`src/rtl/mfm_sync_pkg.sv`:
```
// Shared definitions for the MFM synchronizer.
// Assumes a 16-code-bit sync word and byte-wide data.
package mfm_sync_pkg;
    typedef enum logic [1:0] {
        ST_HUNT   = 2'd0,
        ST_SYNCED = 2'd1,
        ST_DATA   = 2'd2,
        ST_CRC    = 2'd3
    } sync_state_t;

    localparam int unsigned SYNC_WORD_W = 16;
    localparam logic [SYNC_WORD_W-1:0] SYNC_WORD_DEFAULT = 16'h4489;
endpackage

```
`src/rtl/mfm_mark_detect.sv`:
```
// Sliding-window sync-word detector.
// Keeps the last WORD_W code bits in a shift register. Flags (combinationally)
// the code_en cycle whose incoming bit completes the sync word.
// Assumes code_bit is only meaningful while code_en is high.
module mfm_mark_detect #(
    parameter int unsigned WORD_W = 16,
    parameter logic [WORD_W-1:0] WORD = 16'h4489
) (
    input  logic clk,
    input  logic rst_n,
    input  logic code_en,
    input  logic code_bit,
    output logic mark_now
);
    logic [WORD_W-1:0] window_q;
    logic [WORD_W-1:0] window_next;

    // Candidate window including the bit arriving this cycle.
    always_comb window_next = {window_q[WORD_W-2:0], code_bit};

    // Shift one code bit in per code_en.
    always_ff @(posedge clk) begin
        if (!rst_n)
            window_q <= '0;
        else if (code_en)
            window_q <= window_next;
    end

    // A match is only reported on a real code-bit cycle.
    always_comb mark_now = code_en && (window_next == WORD);
endmodule

```
`src/rtl/mfm_phase_gen.sv`:
```
// Divide-by-two data strobe generator.
// Toggles a phase flag on each code bit. A realign request forces the following
// code bit to a clock position, because the bit completing the sync word is data.
module mfm_phase_gen (
    input  logic clk,
    input  logic rst_n,
    input  logic code_en,
    input  logic realign,
    output logic data_en
);
    logic data_phase_q;

    // Track whether the next code bit is in a data position.
    always_ff @(posedge clk) begin
        if (!rst_n)
            data_phase_q <= 1'b0;
        else if (code_en)
            data_phase_q <= realign ? 1'b0 : ~data_phase_q;
    end

    // Strobe only on the data-position code bits.
    always_comb data_en = code_en && data_phase_q;
endmodule

```
`src/rtl/mfm_byte_asm.sv`:
```
// Serial-to-parallel byte assembler, most significant bit first.
// Shifts one bit per bit_en while enable is high, and emits a registered
// one-cycle strobe with each full byte. Dropping enable clears the bit count.
module mfm_byte_asm #(
    parameter int unsigned BYTE_W = 8
) (
    input  logic              clk,
    input  logic              rst_n,
    input  logic              enable,
    input  logic              bit_en,
    input  logic              bit_in,
    output logic [BYTE_W-1:0] byte_out,
    output logic              byte_stb
);
    localparam int unsigned CNT_W = $clog2(BYTE_W);
    localparam logic [CNT_W-1:0] LAST_BIT = CNT_W'(BYTE_W - 1);

    logic [BYTE_W-1:0] shift_q;
    logic [BYTE_W-1:0] shift_next;
    logic [CNT_W-1:0]  bit_cnt_q;

    // Shift register contents after the current bit.
    always_comb shift_next = {shift_q[BYTE_W-2:0], bit_in};

    // Collect bits, and publish a byte when the count wraps.
    always_ff @(posedge clk) begin
        if (!rst_n) begin
            shift_q   <= '0;
            bit_cnt_q <= '0;
            byte_out  <= '0;
            byte_stb  <= 1'b0;
        end else begin
            byte_stb <= 1'b0;
            if (!enable) begin
                bit_cnt_q <= '0;
            end else if (bit_en) begin
                shift_q <= shift_next;
                if (bit_cnt_q == LAST_BIT) begin
                    bit_cnt_q <= '0;
                    byte_out  <= shift_next;
                    byte_stb  <= 1'b1;
                end else begin
                    bit_cnt_q <= bit_cnt_q + 1'b1;
                end
            end
        end
    end
endmodule

```
`src/rtl/mfm_frame_fsm.sv`:
```
// Frame sequencer: HUNT -> SYNCED -> DATA -> CRC -> HUNT.
// Counts consecutive sync words spaced WORD_W code bits apart, then counts
// payload and check bytes from the assembler strobe. Pulses frame_done after
// the last check byte. Assumes valid MFM, so sync words do not occur in data.
module mfm_frame_fsm
    import mfm_sync_pkg::*;
#(
    parameter int unsigned DATA_BYTES = 512,
    parameter int unsigned CRC_BYTES  = 2,
    parameter int unsigned MARKS      = 3,
    parameter int unsigned WORD_W     = 16
) (
    input  logic        clk,
    input  logic        rst_n,
    input  logic        code_en,
    input  logic        mark_now,
    input  logic        byte_stb,
    output sync_state_t state,
    output logic        frame_done
);
    localparam int unsigned MAX_BYTES = (DATA_BYTES > CRC_BYTES) ? DATA_BYTES : CRC_BYTES;
    localparam int unsigned BC_W = $clog2(MAX_BYTES + 1);
    localparam int unsigned MC_W = $clog2(MARKS + 1);
    localparam int unsigned GAP_W = $clog2(WORD_W);
    localparam logic [BC_W-1:0]  LAST_DATA = BC_W'(DATA_BYTES - 1);
    localparam logic [BC_W-1:0]  LAST_CRC  = BC_W'(CRC_BYTES - 1);
    localparam logic [MC_W-1:0]  LAST_MARK = MC_W'(MARKS - 1);
    localparam logic [GAP_W-1:0] LAST_GAP  = GAP_W'(WORD_W - 1);

    logic [BC_W-1:0]  byte_cnt_q;
    logic [MC_W-1:0]  mark_cnt_q;
    logic [GAP_W-1:0] gap_cnt_q;

    // State transitions and counters.
    always_ff @(posedge clk) begin
        if (!rst_n) begin
            state      <= ST_HUNT;
            byte_cnt_q <= '0;
            mark_cnt_q <= '0;
            gap_cnt_q  <= '0;
            frame_done <= 1'b0;
        end else begin
            frame_done <= 1'b0;
            case (state)
                ST_HUNT: begin
                    if (mark_now) begin
                        mark_cnt_q <= MC_W'(1);
                        gap_cnt_q  <= '0;
                        byte_cnt_q <= '0;
                        state      <= (MARKS == 1) ? ST_DATA : ST_SYNCED;
                    end
                end
                ST_SYNCED: begin
                    if (code_en) begin
                        if (mark_now) begin
                            gap_cnt_q <= '0;
                            if (mark_cnt_q == LAST_MARK) begin
                                byte_cnt_q <= '0;
                                state      <= ST_DATA;
                            end else begin
                                mark_cnt_q <= mark_cnt_q + 1'b1;
                            end
                        end else if (gap_cnt_q == LAST_GAP) begin
                            state <= ST_HUNT;
                        end else begin
                            gap_cnt_q <= gap_cnt_q + 1'b1;
                        end
                    end
                end
                ST_DATA: begin
                    if (byte_stb) begin
                        if (byte_cnt_q == LAST_DATA) begin
                            byte_cnt_q <= '0;
                            state      <= ST_CRC;
                        end else begin
                            byte_cnt_q <= byte_cnt_q + 1'b1;
                        end
                    end
                end
                ST_CRC: begin
                    if (byte_stb) begin
                        if (byte_cnt_q == LAST_CRC) begin
                            byte_cnt_q <= '0;
                            frame_done <= 1'b1;
                            state      <= ST_HUNT;
                        end else begin
                            byte_cnt_q <= byte_cnt_q + 1'b1;
                        end
                    end
                end
                default: state <= ST_HUNT;
            endcase
        end
    end
endmodule

```
`src/rtl/mfm_sync_decoder.sv`:
```
// Top level: MFM sync-word search, data-phase alignment and byte recovery.
// Input is a recovered code-bit stream with a one-cycle code_en per bit.
// Assumes code_en is never high two cycles running. Check bytes are flagged,
// not verified.
module mfm_sync_decoder
    import mfm_sync_pkg::*;
#(
    parameter int unsigned DATA_BYTES = 512,
    parameter int unsigned CRC_BYTES  = 2,
    parameter int unsigned MARKS      = 3,
    parameter logic [SYNC_WORD_W-1:0] SYNC_WORD = SYNC_WORD_DEFAULT
) (
    input  logic       clk,
    input  logic       rst_n,
    input  logic       code_en,
    input  logic       code_bit,
    output logic [7:0] byte_data,
    output logic       byte_valid,
    output logic       byte_is_crc,
    output logic       sync_found,
    output logic       frame_done,
    output logic       data_en
);
    sync_state_t state;
    logic        mark_now;
    logic        locked;
    logic        realign;
    logic        asm_stb;

    // Locked means the data phase is fixed for the rest of the frame.
    always_comb begin
        locked  = (state == ST_DATA) || (state == ST_CRC);
        realign = mark_now && !locked;
    end

    mfm_mark_detect #(
        .WORD_W (SYNC_WORD_W),
        .WORD   (SYNC_WORD)
    ) u_mark (
        .clk      (clk),
        .rst_n    (rst_n),
        .code_en  (code_en),
        .code_bit (code_bit),
        .mark_now (mark_now)
    );

    mfm_phase_gen u_phase (
        .clk     (clk),
        .rst_n   (rst_n),
        .code_en (code_en),
        .realign (realign),
        .data_en (data_en)
    );

    mfm_byte_asm #(
        .BYTE_W (8)
    ) u_asm (
        .clk      (clk),
        .rst_n    (rst_n),
        .enable   (locked),
        .bit_en   (data_en),
        .bit_in   (code_bit),
        .byte_out (byte_data),
        .byte_stb (asm_stb)
    );

    mfm_frame_fsm #(
        .DATA_BYTES (DATA_BYTES),
        .CRC_BYTES  (CRC_BYTES),
        .MARKS      (MARKS),
        .WORD_W     (SYNC_WORD_W)
    ) u_fsm (
        .clk        (clk),
        .rst_n      (rst_n),
        .code_en    (code_en),
        .mark_now   (mark_now),
        .byte_stb   (asm_stb),
        .state      (state),
        .frame_done (frame_done)
    );

    // Output qualifiers.
    always_comb begin
        byte_valid  = asm_stb;
        byte_is_crc = asm_stb && (state == ST_CRC);
        sync_found  = locked;
    end
endmodule

```
`config.mk`:
```
export PLATFORM = sky130hd
export DESIGN_NAME = mfm_sync_decoder
export DESIGN_NICKNAME = d
export VERILOG_FILES = /design/src/rtl/mfm_sync_pkg.sv /design/src/rtl/mfm_mark_detect.sv /design/src/rtl/mfm_phase_gen.sv /design/src/rtl/mfm_byte_asm.sv /design/src/rtl/mfm_frame_fsm.sv /design/src/rtl/mfm_sync_decoder.sv
export SDC_FILE = /design/constraint.sdc
export NUM_CORES = 1
export LEC_CHECK = 0
export ABC_AREA = 1
export BUFFER_PORTS_ARGS = -buffer_cell sky130_fd_sc_hd__clkbuf_2
export CORE_MARGIN = 2
export CORE_UTILIZATION = 55
export DETAILED_ROUTE_END_ITERATION = 6
export GPL_ROUTABILITY_DRIVEN = 0
export PLACE_DENSITY = 0.73
export RECOVER_POWER = 100
export SYNTH_ARGS = -nofsm -noshare
export SYNTH_HDL_FRONTEND = slang
export SYNTH_SLANG_ARGS = --single-unit
```
`constraint.sdc`:
```
create_clock -name clk -period 2.11 [get_ports clk]
set_clock_uncertainty 0.1 [all_clocks]
set_input_delay 0.1055 -clock clk [delete_from_list [all_inputs] [get_ports clk]]
set_output_delay 0.1055 -clock clk [all_outputs]
set_load 0.1 [all_outputs]
```
* After elaboration in Yosys (flattened, before gate mapping)
Index checks and enable logic that the tools add are counted.
** Storage, ports and cells
- Register bits after elaboration :: 54
- Input bits :: 4
- Output and inout port bits :: 13
- Word-level logic and storage cells :: 86
** Operators by class
- Add/sub/neg operators :: 4
- Equality and inequality tests :: 21
- Mux-type cells :: 32
- Bitwise logic cells :: 1
- Reduce and logical (&&, ||, !) cells :: 17
** Operators by type and width (count)
- $mux W10 :: 8
- $pmux W10 S4 :: 1
- $mux W2 :: 12
- $eq A16 B15 Y1 const B :: 1
- $mux W4 :: 4
- $add A10 B1 Y10 const B :: 1
- $eq A10 B1 Y1 const B :: 1
- $eq A10 B9 Y1 const B :: 1
- $ne A2 B1 Y1 const B :: 5
- $reduce_and A3 Y1 :: 3
- $ne A2 B2 Y1 const B :: 4
- $pmux W2 S4 :: 1
- $pmux W4 S2 :: 1
- $reduce_and A8 Y1 :: 1
- $eq A2 B2 Y1 const B :: 3
- $ne A3 B2 Y1 const B :: 2
- $reduce_and A6 Y1 :: 1
- $reduce_and A5 Y1 :: 1
- $add A4 B1 Y4 const B :: 1
- $eq A4 B4 Y1 const B :: 1
- $logic_and A1 B1 Y1 :: 4
- $pmux W2 S2 :: 1
- $reduce_and A2 Y1 :: 2
- $reduce_and A4 Y1 :: 1
- other kinds (12) :: 14

* Longest topological paths before layout
Gate-level depths: netlist (run 1).
- Word-level depth :: 5
- Depth in mapped cells :: 11
- Depth with buffers taken out :: 11

* Modules after synthesis
Synthesis (run 1) repeated with hierarchy kept, for this count alone.
** Second synthesis, totals
- Cell total of the unflattened synthesis :: 366
- Area, all modules :: 2646.3 µm²
** By module, submodules not included
- mfm_frame_fsm :: instances 1, cells an instance 189, area an instance 1260.0 µm², sequential area each 380.4 µm²
- mfm_byte_asm :: instances 1, cells an instance 88, area an instance 703.2 µm², sequential area each 380.4 µm²
- mfm_mark_detect :: instances 1, cells an instance 75, area an instance 609.3 µm², sequential area each 300.3 µm²
- mfm_phase_gen :: instances 1, cells an instance 8, area an instance 51.3 µm², sequential area each 20.0 µm²
- mfm_sync_decoder :: instances 1, cells an instance 6, area an instance 22.5 µm², sequential area each 0.0 µm²

* Worst setup path before layout (run 1)
Ideal clock, no wire load.
- Kind :: reg-to-output
- From :: register u_asm.byte_stb
- To :: output port byte_is_crc
- Arrival time :: 2.401 ns
- Required time :: 1.904 ns
- Setup slack :: -0.496 ns
- Cell stages (with the launch flop) :: 3
- Buffers on the path :: 0
- Path through :: dfxtp_1 -> inv_1 -> nor2_1
** Between the ends
- Longest elaborated chain between the ends :: 1
** RTL lines
- from (decl) :: line mfm_byte_asm.sv:13 : output logic byte_stb
- from (signal assigned) :: line mfm_byte_asm.sv:31 : byte_stb <= 1'b0;
- from (signal assigned) :: line mfm_byte_asm.sv:33 : byte_stb <= 1'b0;
- from (signal assigned) :: line mfm_byte_asm.sv:41 : byte_stb <= 1'b1;
- $logic_and A1 B1 Y1 :: line mfm_sync_decoder.sv:85 : byte_is_crc = asm_stb && (state == ST_CRC);
- to (decl) :: line mfm_sync_decoder.sv:19 : output logic byte_is_crc,
Every way passes these cells.

==> results of run 1 <==
area by class of cell:
| type | count | area [um^2] |
|---|---|---|
| tap | 54 | 67.6 |
| clock buffer | 6 | 82.6 |
| multi-input combinational | 269 | 1360 |
| sequential | 54 | 1080 |
| inverter | 35 | 131 |
| clock inverter | 1 | 30.0 |
| fill | 445 | 1800 |
| timing repair buffer | 21 | 106 |
worst reg2reg max path: stages, from the launching register on:
cell                      delay [ns]
sky130_fd_sc_hd__dfxtp_1        0.56
sky130_fd_sc_hd__inv_1          0.24
sky130_fd_sc_hd__nor2_4         0.23
sky130_fd_sc_hd__inv_2          0.10
sky130_fd_sc_hd__nor2_2         0.28
sky130_fd_sc_hd__inv_2          0.08
sky130_fd_sc_hd__nor2_1         0.12
sky130_fd_sc_hd__nand2_1        0.07
sky130_fd_sc_hd__nand2_1        0.06
sequential cells by signal, summed over array words and instances (netlist names), named ones only:
| name | count |
|---|---|
| u_mark.window_q | 15 |
| u_fsm.byte_cnt_q | 10 |
| u_asm.byte_out | 8 |
| u_asm.shift_q | 7 |
| u_fsm.gap_cnt_q | 4 |
| u_asm.bit_cnt_q | 3 |
| u_fsm.mark_cnt_q | 2 |
| u_asm.byte_stb | 1 |
| u_fsm.frame_done | 1 |
| u_fsm.state | 1 |
| u_phase.data_phase_q | 1 |
worst paths after layout:
path	from	slack, ns	depth (start not counted)	to
min	rst_n	0.19	4	u_fsm.byte_cnt_q[2]$_SDFFE_PN0P_
max reg2reg	flop	0.21	8	u_asm.byte_out[2]$_SDFFE_PN0P_
max	flop	0.21	8	u_asm.byte_out[2]$_SDFFE_PN0P_
min reg2reg	u_asm.shift_q[0]$_SDFFE_PN0P_	0.37	2	u_asm.shift_q[0]$_SDFFE_PN0P_
placed cells by master (no fill, tap or decap), drive strengths merged:
cell,netlist,layout
nor2,76,76
or2,1,1
o211ai,1,1
xnor2,1,1
nand4,8,8
clkbuf,5,23
o21ai,33,33
buf,7,2
nor4,1,1
dlygate4sd3,0,2
nand2,69,69
nand3b,1,1
ha,6,6
inv,35,35
nor3,5,5
nand3,27,27
bufinv,0,1
nor3b,1,1
o21bai,2,2
a211oi,2,2
xor2,2,2
a21oi,32,32
dfxtp,54,54
mux2i,1,1
synthesized netlist by cell type (2+ instances only):
cell type | n | area share (%)
sky130_fd_sc_hd__nor2_4 | 3 | 1.3
sky130_fd_sc_hd__nand2_1 | 62 | 8.8
sky130_fd_sc_hd__clkbuf_1 | 5 | 0.71
sky130_fd_sc_hd__dfxtp_1 | 54 | 41
sky130_fd_sc_hd__inv_2 | 4 | 0.57
sky130_fd_sc_hd__nand2_2 | 7 | 1.7
sky130_fd_sc_hd__inv_1 | 31 | 4.4
sky130_fd_sc_hd__nand3_2 | 2 | 0.76
sky130_fd_sc_hd__buf_4 | 2 | 0.57
sky130_fd_sc_hd__nor2_2 | 3 | 0.71
sky130_fd_sc_hd__nand3_1 | 24 | 4.6
sky130_fd_sc_hd__nor3_1 | 5 | 0.95
sky130_fd_sc_hd__buf_1 | 3 | 0.43
sky130_fd_sc_hd__a21oi_2 | 4 | 1.3
sky130_fd_sc_hd__xor2_1 | 2 | 0.66
sky130_fd_sc_hd__a21oi_1 | 28 | 5.3
sky130_fd_sc_hd__ha_1 | 6 | 2.8
sky130_fd_sc_hd__o21ai_0 | 33 | 6.3
sky130_fd_sc_hd__o21bai_1 | 2 | 0.57
sky130_fd_sc_hd__a211oi_1 | 2 | 0.57
sky130_fd_sc_hd__nor2_1 | 69 | 9.8
sky130_fd_sc_hd__nand4_1 | 8 | 1.9
metrics by stage:
| step | worst slack [ns] | instance area, um^2 | util, % |
|---|---|---|---|
| final | 0.209 | 2860 | 61.4 |
| after global routing | 0.0108 | 2860 | 61.4 |
| after CTS | 0.157 | 2880 | 61.8 |
| after detailed placement | 0.176 | 2750 | 59.0 |
| after global placement | 0.212 | 2750 | 59.0 |
| after floorplan | 0.0710 | 2640 | - |
metal layers:
layer,GRT usage [%],vias up,share of wire (%)
met5,0,-,0
met4,8.64,0,1.5
met3,2.90,5,2.7
met2,36.4,39,47
met1,31.2,1089,49
li1,-,1240,-
report_power, final:
group          switching (mW)  internal [mW]  total [mW]
clock network           0.336          0.380       0.716
logic                  0.0682         0.0305      0.0987
registers              0.0130           1.04        1.05
logic make-up after synthesis:
family                   synth area share, %
AO/OA/AOI/OAI                           14.3
XOR/XNOR                               0.997
adder cells (fa/ha/maj)                 2.85
buffers and inverters                   7.45
flip-flops                              41.0
multiplexers                           0.380
AND/OR/NAND/NOR                         33.0
timing repair:
| action | in CTS | in global routing |
|---|---|---|
| resized for setup | 0 | 2 |
| endpoints found under the hold margin | 2 | 0 |
| endpoints found under the setup margin | 0 | 2 |
| hold buffers | 2 | 0 |
==> run_results.csv, run 1 <==
group,metric,value,unit
run_status,run_status,"completed",
finish,drive_gt1_share,10.9,%
clocking,clockBufferDepth,2,
routing,drt_iter0_markers,141,
synthesis,synth-async-reset-ratio,0,%
finish,number_of_standard_cells_in_the_final_layout_excluding_fillers,440,
critical_path,timing.critical_path.from_type,"flop",
clocking,htree_levels,2,
grt,initial_antenna_violation_count,0,
routing,num_vias,2373,
routing,ant_nets,0,
synthesis,yosys.cell_types.count,33,
routing,post_drt_via_cell_ratio,5.39,
sta,report.final.slew_viol_count,0,
sta,tns,0,ns
finish,design.final.nets,396,
finish,antenna_cells,0,
sta,setup_violations,0,
place,hpwlAfterDp,3950,um
clocking,clock_tree.root_cell,"sky130_fd_sc_hd__clkbuf_8",
floorplan,die_area,5360,um^2
sta,grt_setup_unrepaired,"false",
synthesis,synth.yosys.warnings,0,
synthesis,syn_area_per_cell,7.12,um^2
floorplan,die_w,73.2,um
critical_path,critical_path.cell_chain,"inv_1 -> nor2_4 -> inv_2 -> nor2_2 -> inv_2 -> nor2_1 -> nand2_1 -> nand2_1",
critical_path,path_max_fanout,10,
critical_path,crit_path_top_delay_cell,"sky130_fd_sc_hd__dfxtp_1",
critical_path,cp_num_buf_inv,3,
floorplan,die_h,73.2,um
routing,routedWlPerCell,12.4,um
power_and_ir_drop,report.power.total,1.87,mW
critical_path,cpPeakStageDelay,0.56,ns
critical_path,critical-path-top-delay-family,"simple AND/OR/NAND/NOR gates",
floorplan,start_util,56.5,%
critical_path,cp.required,2.26,ns
power_and_ir_drop,total_leakage_power,1.16,nW
synthesis,syn-instance-count,370,
power_and_ir_drop,pwr_density_cell,652,nW/um^2
critical_path,worstSetupEndpointType,"flop",
synthesis,synthFlopType,"sky130_fd_sc_hd__dfxtp_1",
sta,worstMarginPinSlew,1.17,ns
clocking,worst_skew_pair.late_latency,0.31,ns
min_path,worst_hold_path_type,"in -> reg",
grt,grt_start_max_net_pins,37,
grt,vias_in_the_first_global_route,2163,
synthesis,synth.yosys.seq_area_share,41.0,%
sta,final.min_clock_period,1.90,ns
routing,post-route-drc-count,0,
finish,area_growth,8.55,%
floorplan,core,4660,um^2
sta,worst_hold_slack,0.185,ns
grt,grt_pass1_wl,9570,um
place,placed_cells,431,
routing,drt_wl_total,5480,um
clocking,post-cts-setup-buffer-count,0,
critical_path,timing.setup.critical_path_class,"reg -> reg",
sta,relSlewSlack,22.6,%
floorplan,io_pins,17,
synthesis,synthesis.nets,380,
synthesis,yosys_register_bits,54,
sta,timing_hold_violations_final,0,
grt,grt_remaining_overflow,0,
place,numPortBuffers,16,
clocking,cts_clock_pin_slew_for_the_worst_setup_and_hold_paths,0.10,ns
clocking,cts_sinks,54,
routing,drt_pre_antenna_iters,4,
clocking,cts_tree,"built",
synthesis,synth-edff-count,0,
grt,grtUsageTotal,22.7,%
clocking,cts_buffers,5,
sta,timing.fmax,0.526,GHz
floorplan,placementRows,25,
critical_path,timing.critical_path.arrival,2.05,ns
power_and_ir_drop,peakVddDrop,0.000491,V
synthesis,synthesis.area,2640,um^2
run,timing.max_cap.violations,0,
sta,post-route-period-util,90.1,%
Power figures use the tool's default switching activity.
==> run 2, diff against run 1 <==
--- a/config.mk
+++ b/config.mk
@@ -8,11 +8,11 @@
 export ABC_AREA = 1
 export BUFFER_PORTS_ARGS = -buffer_cell sky130_fd_sc_hd__clkbuf_2
 export CORE_MARGIN = 2
-export CORE_UTILIZATION = 55
+export CORE_UTILIZATION = 45
 export DETAILED_ROUTE_END_ITERATION = 6
 export GPL_ROUTABILITY_DRIVEN = 0
-export PLACE_DENSITY = 0.73
-export RECOVER_POWER = 100
+export RECOVER_POWER = 25
+export SLEW_MARGIN = 20
 export SYNTH_ARGS = -nofsm -noshare
 export SYNTH_HDL_FRONTEND = slang
 export SYNTH_SLANG_ARGS = --single-unit
==> run 2 against run 1 <==
  * Die area increased by 21%
  * Count of clock-buffer cells in the layout decreased by 1
  * Routed wire length increased by 2.7%
  * Fmax decreased by 3.2%
  * Sequential share of layout area decreased by 0.52 points
  * Clock power increased by 0.7%
  * Combinational power decreased by 1%
  * Design area increased by 1.4%
  * First-iteration DRC count decreased by 12%
  * Sequential cell count unchanged
  * Non-clock buffer count increased by 1
  * Worst setup slack got worse by 0.064 ns
  * Critical path type is now reg -> out
  * Largest cell class unchanged
  * Highest routed layer unchanged
==> run_results.csv, run 2 (synthesis gave the netlist of run 1 again) <==
group,metric,value,unit
clocking,cts_buffers,5,
clocking,cts_clock_pin_slew_for_the_worst_setup_and_hold_paths,0.10,ns
finish,filler_cell_count,585,
grt,grt_pass1_wl,9940,um
critical_path,crit_path_top_delay_cell,"sky130_fd_sc_hd__dfxtp_1",
clocking,clockBufferDepth,2,
routing,drt_pre_antenna_iters,4,
grt,grt_remaining_overflow,0,
sta,grt_setup_unrepaired,"false",
critical_path,critical_path.cell_chain,"clkbuf_1 -> nand2_1 -> nor2_4 -> clkbuf_2",
critical_path,worstSetupEndpointType,"output port",
power_and_ir_drop,peakVddDrop,0.000369,V
sta,worstMarginPinSlew,0.638,ns
clocking,cts_tree,"built",
place,hpwlAfterDp,4040,um
sta,worst_hold_slack,0.0239,ns
place,numPortBuffers,16,
place,placed_cells,451,
sta,timing_hold_violations_final,0,
sta,tns,0,ns
critical_path,path_max_fanout,6,
finish,largest_register_ff_count,15,
routing,post-route-drc-count,0,
power_and_ir_drop,pwr_density_cell,645,nW/um^2
routing,routedWlPerCell,12.2,um
min_path,startpoint_of_the_tightest_hold_check_path,"code_en",
grt,grt_start_max_net_pins,37,
sta,report.final.slew_viol_count,0,
critical_path,timing.setup.critical_path_class,"reg -> out",
finish,design.final.nets,397,
sta,setup_violations,0,
routing,drt_wl_total,5620,um
routing,num_vias,2320,
critical_path,timing.critical_path.from_type,"flop",
floorplan,die_w,80.5,um
power_and_ir_drop,total_leakage_power,1.19,nW
min_path,worst_hold_path_type,"in -> reg",
run_status,run_status,"completed",
routing,ant_nets,0,
min_path,capture_endpoint_of_the_worst_hold_path,"u_mark.window_q[3]$_SDFFE_PN0P_",
critical_path,cpPeakStageDelay,0.45,ns
floorplan,placementRows,27,
clocking,htree_levels,2,
finish,antenna_cells,0,
finish,number_of_standard_cells_in_the_final_layout_excluding_fillers,460,
sta,final.min_clock_period,1.96,ns
critical_path,worst-r2r-setup-slack,0.26,ns
sta,post-route-period-util,93.1,%
floorplan,die_h,80.5,um
min_path,holdPathStages,3,
clocking,cts_sinks,54,
routing,drt_iter0_markers,124,
place,postPlaceCellArea,2790,um^2
finish,multiInputGateArea,1370,um^2
routing,post_drt_via_cell_ratio,5.04,
finish,ff_latch_area,1080,um^2
finish,regMostFlops,"u_mark.window_q",
floorplan,start_util,47.3,%
critical_path,reg2reg_from,"u_fsm.byte_cnt_q[0]$_SDFFE_PN0P_",
finish,commonest_non_fill_non_tap_cell_in_the_layout,"sky130_fd_sc_hd__nor2_1",
clocking,clock_tree.root_cell,"sky130_fd_sc_hd__clkbuf_8",
critical_path,cp.required,1.90,ns
grt,grtUsageTotal,19.6,%
grt,vias_in_the_first_global_route,2152,
critical_path,reg2reg_depth,10,
finish,layout_common_cells,"sky130_fd_sc_hd__nor2_1 (68), sky130_fd_sc_hd__nand2_1 (62), sky130_fd_sc_hd__dfxtp_1 (53), sky130_fd_sc_hd__o21ai_0 (33), sky130_fd_sc_hd__inv_1 (31)",
power_and_ir_drop,report.power.total,1.87,mW
finish,area_growth,10.1,%
clocking,worst_skew_pair.late_latency,0.31,ns
run,timing.max_cap.violations,0,
finish,post-route-cell-area,2900,um^2
floorplan,core,5570,um^2
floorplan,die_area,6480,um^2
grt,initial_antenna_violation_count,0,
floorplan,io_pins,17,
finish,largestRegisters,"u_mark.window_q (15), u_fsm.byte_cnt_q (10), u_asm.byte_out (8)",
sta,relSlewSlack,57.5,%
sta,timing.fmax,0.509,GHz
finish,drive_gt1_share,13.7,%
critical_path,timing.critical_path.arrival,1.76,ns
run 2: layout make-up:
class                           instances  share of cell area, %
Tap cell                               72                   3.11
Timing Repair Buffer                   22                   3.97
Sequential cell                        54                   37.3
Clock buffer                            5                   2.37
Inverter                               35                   4.53
Clock inverter                          3                   1.64
Multi-Input combinational cell        269                   47.1
run 2: worst max path at each step:
stage / slack (ns) / from / end
CTS: 0.14 / u_fsm.byte_cnt_q[0]$_SDFFE_PN0P_ / flop
global route: 0.03 / flop / byte_is_crc
detailed placement: 0.17 / u_fsm.byte_cnt_q[0]$_SDFFE_PN0P_ / flop
global placement: 0.17 / u_fsm.byte_cnt_q[0]$_SDFFE_PN0P_ / flop
floorplan: 0.07 / u_asm.byte_stb$_SDFF_PN0_ / u_fsm.byte_cnt_q[5]$_SDFFE_PN0P_
finish: 0.15 / flop / byte_is_crc
run 2: metal layers:
metal	GRT usage (%)	share of wire, %	up-vias
li1	-	-	1237
met1	26.1	50	1025
met2	31.9	43	48
met3	3.93	4.6	10
met4	6.27	1.8	0
met5	0	0	-
run 2: through the flow:
| step | util, % | worst slack [ns] |
|---|---|---|
| 6_report | 52.0 | 0.146 |
| 5_1_grt | 52.0 | 0.0273 |
| 4_1_cts | 52.2 | 0.141 |
| 3_5_place_dp | 50.0 | 0.174 |
| 3_3_place_gp | 50.0 | 0.167 |
| 2_1_floorplan | - | 0.0710 |
run 2: critical path, delay by kind of cell, from the launching register on:
kind                   cells  cell delay [ns]
buffers and inverters      2             0.72
DFF                        1             0.45
and+or+nand+nor            2             0.28
run 2: report_power, final:
group          leakage, nW  internal, mW  switching, mW  total [mW]
clock network       0.0587         0.360          0.361       0.721
registers            0.439          1.04         0.0130        1.05
logic                0.696        0.0284         0.0691      0.0975
total                 1.19          1.43          0.443        1.87
run 2: timing repair:
| action | in CTS | in global routing |
|---|---|---|
| endpoints found under the hold margin | 2 | 0 |
| buffers inserted | 0 | 0 |
| setup endpoints to repair | 0 | 2 |
| hold buffers | 1 | 0 |
| gates resized for setup | 0 | 1 |
